### src/rtl/rsv_pkg.sv
package rsv_pkg;
  // Strobes from the control decode to the reservation datapath.
  typedef struct packed {
    logic lock;      // arm reservation of the load context
    logic sweep;     // disarm all reservations on the store granule
    logic failSelf;  // disarm the store context's reservation
    logic cntInc;    // count one more failure for the store context
    logic cntClr;    // clear the store context's failure count
  } rsvStrobe_t;
endpackage

### src/rtl/rsv_ctrl.sv
module rsv_ctrl
  import rsv_pkg::*;
(
  input  logic       clk,
  input  logic       rstN,
  input  logic       ldValid,
  input  logic       ldLocked,
  input  logic       stValid,
  input  logic       stCond,
  input  logic       stUncache,
  input  logic       resHit,
  output rsvStrobe_t strb,
  output logic       scValid,
  output logic       scPass,
  output logic       stPerform
);
  logic cachedSc;
  logic uncachedSc;
  logic plainStore;
  logic scWins;
  logic writes;

  always_comb begin
    cachedSc   = stValid && stCond && !stUncache;
    uncachedSc = stValid && stCond && stUncache;
    plainStore = stValid && !stCond;
    scWins     = cachedSc && resHit;
    writes     = plainStore || uncachedSc || scWins;

    strb          = '0;
    strb.lock     = ldValid && ldLocked;
    strb.sweep    = writes;
    strb.failSelf = cachedSc && !resHit;
    strb.cntInc   = cachedSc && !resHit;
    strb.cntClr   = uncachedSc || scWins;
  end

  always_ff @(posedge clk) begin
    if (!rstN) begin
      scValid   <= 1'b0;
      scPass    <= 1'b0;
      stPerform <= 1'b0;
    end else begin
      scValid   <= cachedSc;
      scPass    <= scWins;
      stPerform <= writes;
    end
  end
endmodule

### src/rtl/rsv_datapath.sv
module rsv_datapath
  import rsv_pkg::*;
#(
  parameter int NUM_CTX     = 4,
  parameter int ADDR_W      = 32,
  parameter int GRAN_BITS   = 4,
  parameter int WARN_PERIOD = 100000,
  localparam int CTX_W      = (NUM_CTX > 1) ? $clog2(NUM_CTX) : 1,
  localparam int TAG_W      = ADDR_W - GRAN_BITS
) (
  input  logic             clk,
  input  logic             rstN,
  input  rsvStrobe_t       strb,
  input  logic [CTX_W-1:0] ldCtx,
  input  logic [ADDR_W-1:0] ldAddr,
  input  logic [CTX_W-1:0] stCtx,
  input  logic [ADDR_W-1:0] stAddr,
  output logic             resHit,
  output logic             warnPulse,
  output logic [CTX_W-1:0] warnCtx
);
  localparam int CNT_W = $clog2(WARN_PERIOD + 1);
  localparam logic [CNT_W-1:0] CNT_LAST = CNT_W'(WARN_PERIOD - 1);

  logic [TAG_W-1:0] ldTag;
  logic [TAG_W-1:0] stTag;
  logic [NUM_CTX-1:0] armed;
  logic [TAG_W-1:0]   tagMem [NUM_CTX];
  logic [NUM_CTX-1:0] atLast;
  logic [NUM_CTX-1:0] sameGran;

  assign ldTag = ldAddr[ADDR_W-1:GRAN_BITS];
  assign stTag = stAddr[ADDR_W-1:GRAN_BITS];

  for (genvar c = 0; c < NUM_CTX; c++) begin : g_ctx
    logic [CNT_W-1:0] failCnt;
    logic ldHere;
    logic stHere;

    assign ldHere      = strb.lock && (ldCtx == CTX_W'(c));
    assign stHere      = (stCtx == CTX_W'(c));
    assign sameGran[c] = (tagMem[c] == stTag);
    assign atLast[c]   = (failCnt == CNT_LAST);

    // Reservation: a new lock beats any clearing in the same cycle.
    always_ff @(posedge clk) begin
      if (!rstN) begin
        armed[c]  <= 1'b0;
        tagMem[c] <= '0;
      end else if (ldHere) begin
        armed[c]  <= 1'b1;
        tagMem[c] <= ldTag;
      end else if (strb.sweep && sameGran[c]) begin
        armed[c] <= 1'b0;
      end else if (strb.failSelf && stHere) begin
        armed[c] <= 1'b0;
      end
    end

    // Consecutive failure count, wrapping at the warning period.
    always_ff @(posedge clk) begin
      if (!rstN) begin
        failCnt <= '0;
      end else if (stHere && strb.cntClr) begin
        failCnt <= '0;
      end else if (stHere && strb.cntInc) begin
        failCnt <= atLast[c] ? '0 : failCnt + 1'b1;
      end
    end
  end

  assign resHit = armed[stCtx] && sameGran[stCtx];

  always_ff @(posedge clk) begin
    if (!rstN) begin
      warnPulse <= 1'b0;
      warnCtx   <= '0;
    end else begin
      warnPulse <= strb.cntInc && atLast[stCtx];
      warnCtx   <= stCtx;
    end
  end
endmodule

### src/rtl/rsv_monitor.sv
module rsv_monitor
  import rsv_pkg::*;
#(
  parameter int NUM_CTX     = 4,
  parameter int ADDR_W      = 32,
  parameter int GRAN_BITS   = 4,
  parameter int WARN_PERIOD = 100000,
  localparam int CTX_W      = (NUM_CTX > 1) ? $clog2(NUM_CTX) : 1
) (
  input  logic              clk,
  input  logic              rstN,
  input  logic              ldValid,
  input  logic              ldLocked,
  input  logic [CTX_W-1:0]  ldCtx,
  input  logic [ADDR_W-1:0] ldAddr,
  input  logic              stValid,
  input  logic              stCond,
  input  logic              stUncache,
  input  logic [CTX_W-1:0]  stCtx,
  input  logic [ADDR_W-1:0] stAddr,
  output logic              scValid,
  output logic              scPass,
  output logic              stPerform,
  output logic              warnPulse,
  output logic [CTX_W-1:0]  warnCtx
);
  rsvStrobe_t strb;
  logic       resHit;

  rsv_ctrl u_ctrl (
    .clk(clk), .rstN(rstN),
    .ldValid(ldValid), .ldLocked(ldLocked),
    .stValid(stValid), .stCond(stCond), .stUncache(stUncache),
    .resHit(resHit), .strb(strb),
    .scValid(scValid), .scPass(scPass), .stPerform(stPerform)
  );

  rsv_datapath #(
    .NUM_CTX(NUM_CTX), .ADDR_W(ADDR_W),
    .GRAN_BITS(GRAN_BITS), .WARN_PERIOD(WARN_PERIOD)
  ) u_dp (
    .clk(clk), .rstN(rstN), .strb(strb),
    .ldCtx(ldCtx), .ldAddr(ldAddr),
    .stCtx(stCtx), .stAddr(stAddr),
    .resHit(resHit), .warnPulse(warnPulse), .warnCtx(warnCtx)
  );
endmodule

### config.mk
export PLATFORM = sky130hd
export DESIGN_NAME = rsv_monitor
export DESIGN_NICKNAME = d
export VERILOG_FILES = /design/src/rtl/rsv_pkg.sv /design/src/rtl/rsv_ctrl.sv /design/src/rtl/rsv_datapath.sv /design/src/rtl/rsv_monitor.sv
export SDC_FILE = /design/constraint.sdc
export NUM_CORES = 1
export LEC_CHECK = 0
export BUFFER_PORTS_ARGS = -buffer_cell sky130_fd_sc_hd__buf_2
export CORE_ASPECT_RATIO = 0.7
export CORE_MARGIN = 2
export CORE_UTILIZATION = 58
export CTS_CLUSTER_SIZE = 30
export DETAILED_ROUTE_END_ITERATION = 7
export GPL_ROUTABILITY_DRIVEN = 0
export PLACE_DENSITY = 0.78
export SETUP_SLACK_MARGIN = 0.15
export SKIP_LAST_GASP = 1
export SLEW_MARGIN = 30
export SYNTH_ARGS = -nofsm -noshare
export SYNTH_HDL_FRONTEND = slang
export SYNTH_HIERARCHICAL = 1
export SYNTH_SLANG_ARGS = --single-unit
### constraint.sdc
create_clock -name clk -period 3.4 [get_ports clk]
set_input_delay 0.34 -clock clk [delete_from_list [all_inputs] [get_ports clk]]
set_output_delay 0.34 -clock clk [all_outputs]
set_load 0.01 [all_outputs]
==> metrics <==
status=complete, no violations; top cell type's share of synthesized area=36.9%; vias per cell=5.56; Synth Net Count=approximately 920; CP cell instances=xnor2_2 > nand4_1 > nor4_2 > a2bb2oi_1 > nor4_1 > buf_4 > nor2_1 > a21boi_1 > inv_1 > nor4_2 > nand2_1 > a21o_1; Slew @ Worst Pin=0.485 ns; Pre-antenna DRT Iters=5; grt ovf=0; Setup Fix Bufs, Post-CTS=0; P per Cell Area=slightly below 500 mW/mm^2; Async S/R FF share, synth=0%; Critical Path RT=3.72 ns; Clock Skews=around 0.014 ns; critical path peak fanout=3; WP data arrival=3.48 ns; CP Buf/Inv Count=2; Setup Viol. Count Final=0; crit-path max cell delay=~0.44 ns; Top FF cell, synth=edfxtp_1; Leakage=3.72 nW; gr usage total=25.7%; Crit path top cell by count=nor4_2; Yosys warning count=6; Post-Synthesis Cells=843; CTS tree=yes; H-tree levels=4; Synth area leader=edfxtp_1; Net count, final=981; Initial Util=59.0%; routed wire length=20600 um; post-synthesis register bit count=190; post-route insts no fill=1115; top achievable clock speed=~320 MHz; CTS Hold Buffers Added=0; placed cell count=between 1000 and 1500; count of pins over their slew limit=0; Worst Hold Class=input pin to register; sequential area share after synthesis=54.0%; Final Hold Viols=0; chip width=154 um; top post-synthesis cells by area=edfxtp_1 37%, dfxtp_1 17%, xnor2_1 13%; Fill cells=1145; number of flops mapped to enable cells by yosys=112; # Max-Cap Violations=0; fin crit share=92.9%; first-pass GRT wire length=32100 um; RSZ-0062 raised after global routing=yes; CTS Buf Count=17; clock-pin slew on the worst setup and hold paths=0.07 ns; Crit-path slowest cell=edfxtp_1; vias=6198; standard-cell rows=38; root buffer cell=clkbuf_16; Top Family by Delay on Critical Path=simple AND/OR/NAND/NOR gates; # clock sinks=190; dpl hpwl=14000 um; core area=0.0155 mm^2; DIE HEIGHT=109 um; Cell Area, Synth=0.00911 mm^2; CP Class=register to register; Max VDD drop=approximately 0.47 mV; DR iter-0 viols=634; antenna violations before repair=0; final core utilization=67.4%; vias in the first global route=5942; Area Growth Syn to Fin=14.3%; post-synth cell types=48; IO Port Bufs=a little over 70; CP endpoint kind=register; Detail Route Antenna Nets=0; Skew-Pair Late Insertion Delay=0.43 ns; post-CTS sizing=2; WL/cell=~19 um; layout cells sized above 1=16.5%; largest net degree at the start of global routing=30; n_diodes=0; die area=0.0167 mm^2; mean post-synth cell area=about 11 um^2; Ports=81; Final min period=3.16 ns; number of remaining DRC errors=0; CP startpoint kind=register; Clock Path Buffers=2; Rel. slew slack=67.4%
[stage by stage]
stage               total power (W)  area [um^2]  setup WS, ns  hold slack [ns]  setup TNS [ns]
CTS                         0.00515        10300         0.185            0.116               0
global placement            0.00302         9690        0.0440            0.466               0
detailed placement          0.00303         9690       -0.0512            0.469         -0.0512
global route                0.00529        10400         0.136            0.127               0
floorplan                   0.00287         9110         0.362            0.427               0
finish                      0.00514        10400         0.242            0.133               0
[cell usage in the layout, fill, tap and decap left out, types with 2 or more instances in the layout]
cell type,Yosys,layout
and4b_1,2,2
nand3b_1,4,4
nor3_2,1,3
edfxtp_1,112,112
inv_6,0,3
buf_4,4,23
and4_1,2,2
mux2i_1,3,3
clkbuf_16,0,17
nand2b_1,2,2
nand3_1,38,38
ha_1,4,4
bufinv_16,0,4
nor3b_2,0,2
xor2_1,37,37
nor4_1,18,11
xnor2_2,0,4
a21oi_1,7,7
nand4b_1,3,3
xnor2_1,139,135
nor4b_1,2,2
and2_1,116,116
nand4_1,36,36
clkinv_2,0,3
a41o_1,3,3
nor2_1,86,85
dfxtp_1,78,78
a31oi_1,4,4
o21ai_2,2,3
nor3_1,17,14
nor4_2,0,6
nand2_1,35,35
nor4_4,1,2
inv_1,6,6
clkbuf_8,0,2
buf_2,6,72
and3_1,12,12
[final cells by class]
cell class | count | area (um^2) | area share [%]
clock buffers | 19 | 453 | 4.35
clock inverters | 13 | 181 | 1.74
inverters | 6 | 22.5 | 0.216
multi-input cells | 592 | 4050 | 38.9
flip-flops and latches | 190 | 4920 | 47.3
well taps | 200 | 250 | 2.40
repair buffers | 95 | 533 | 5.12
[layer usage]
metal  track usage, %  wire, um  part of all wire (%)  vias to the layer above
li1                 -         -                     -                     2992
met4             6.81       249                   1.2                        0
met2             36.4      8570                    42                      232
met5                0         0                     0                        -
met1             39.8     10100                    49                     2955
met3             5.56      1740                   8.4                       19
[cell usage after synthesis, drive strengths merged (6+ instances only)]
cell      n
and2    116
dfxtp    78
and3     12
nand4    37
nor3     18
inv       6
edfxtp  112
nor4     19
nand2    35
nand3    38
a21oi     7
xnor2   139
clkbuf   43
nor2     86
xor2     37
buf      12
[final timing paths]
kind                           from          endpoint  slack, ns  cells past startpoint
hold / removal               stCond  u_ctrl/stPerform       0.13                      2
setup / recovery  u_dp/tagMem[0][9]     u_dp/armed[0]       0.24                     12
hold reg to reg       u_dp/armed[2]     u_dp/armed[2]       0.49                      1
setup reg to reg  u_dp/tagMem[0][9]     u_dp/armed[0]       0.24                     12
[worst register-to-register path, delay by kind of cell, from the launching register on]
| family | cells | cell delay [ns] |
|---|---|---|
| AO/OA/AOI/OAI | 3 | 0.60 |
| XOR/XNOR | 1 | 0.27 |
| buffers and inverters | 2 | 0.31 |
| flip-flops | 1 | 0.44 |
| AND/OR/NAND/NOR | 6 | 1.42 |
[cells by family after synthesis]
logic type / after synthesis / share of synthesized area [%]
flops: 190 / 54.0
fa+ha+maj: 4 / 0.549
mux: 4 / 0.577
simple gates: 383 / 23.0
xor+xnor: 176 / 16.9
compound gates: 25 / 2.06
buf+inv: 61 / 2.84
[where the power goes]
group | internal [W] | switching (W) | leakage [nW]
clock network | 0.00127 | 0.000871 | 0.312
logic | 0.000171 | 0.000251 | 1.70
registers | 0.00253 | 0.0000422 | 1.71
[registers in the layout, indices dropped and copies added, names as in the netlist]
name and flops:
u_dp/warnCtx 2, u_ctrl/stPerform 1, u_dp/g_ctx.failCnt 68, u_dp/tagMem 112
u_dp/armed 4, u_ctrl/scValid 1, u_dp/warnPulse 1, u_ctrl/scPass 1
Note: power is estimated with default switching activity, not from simulation.
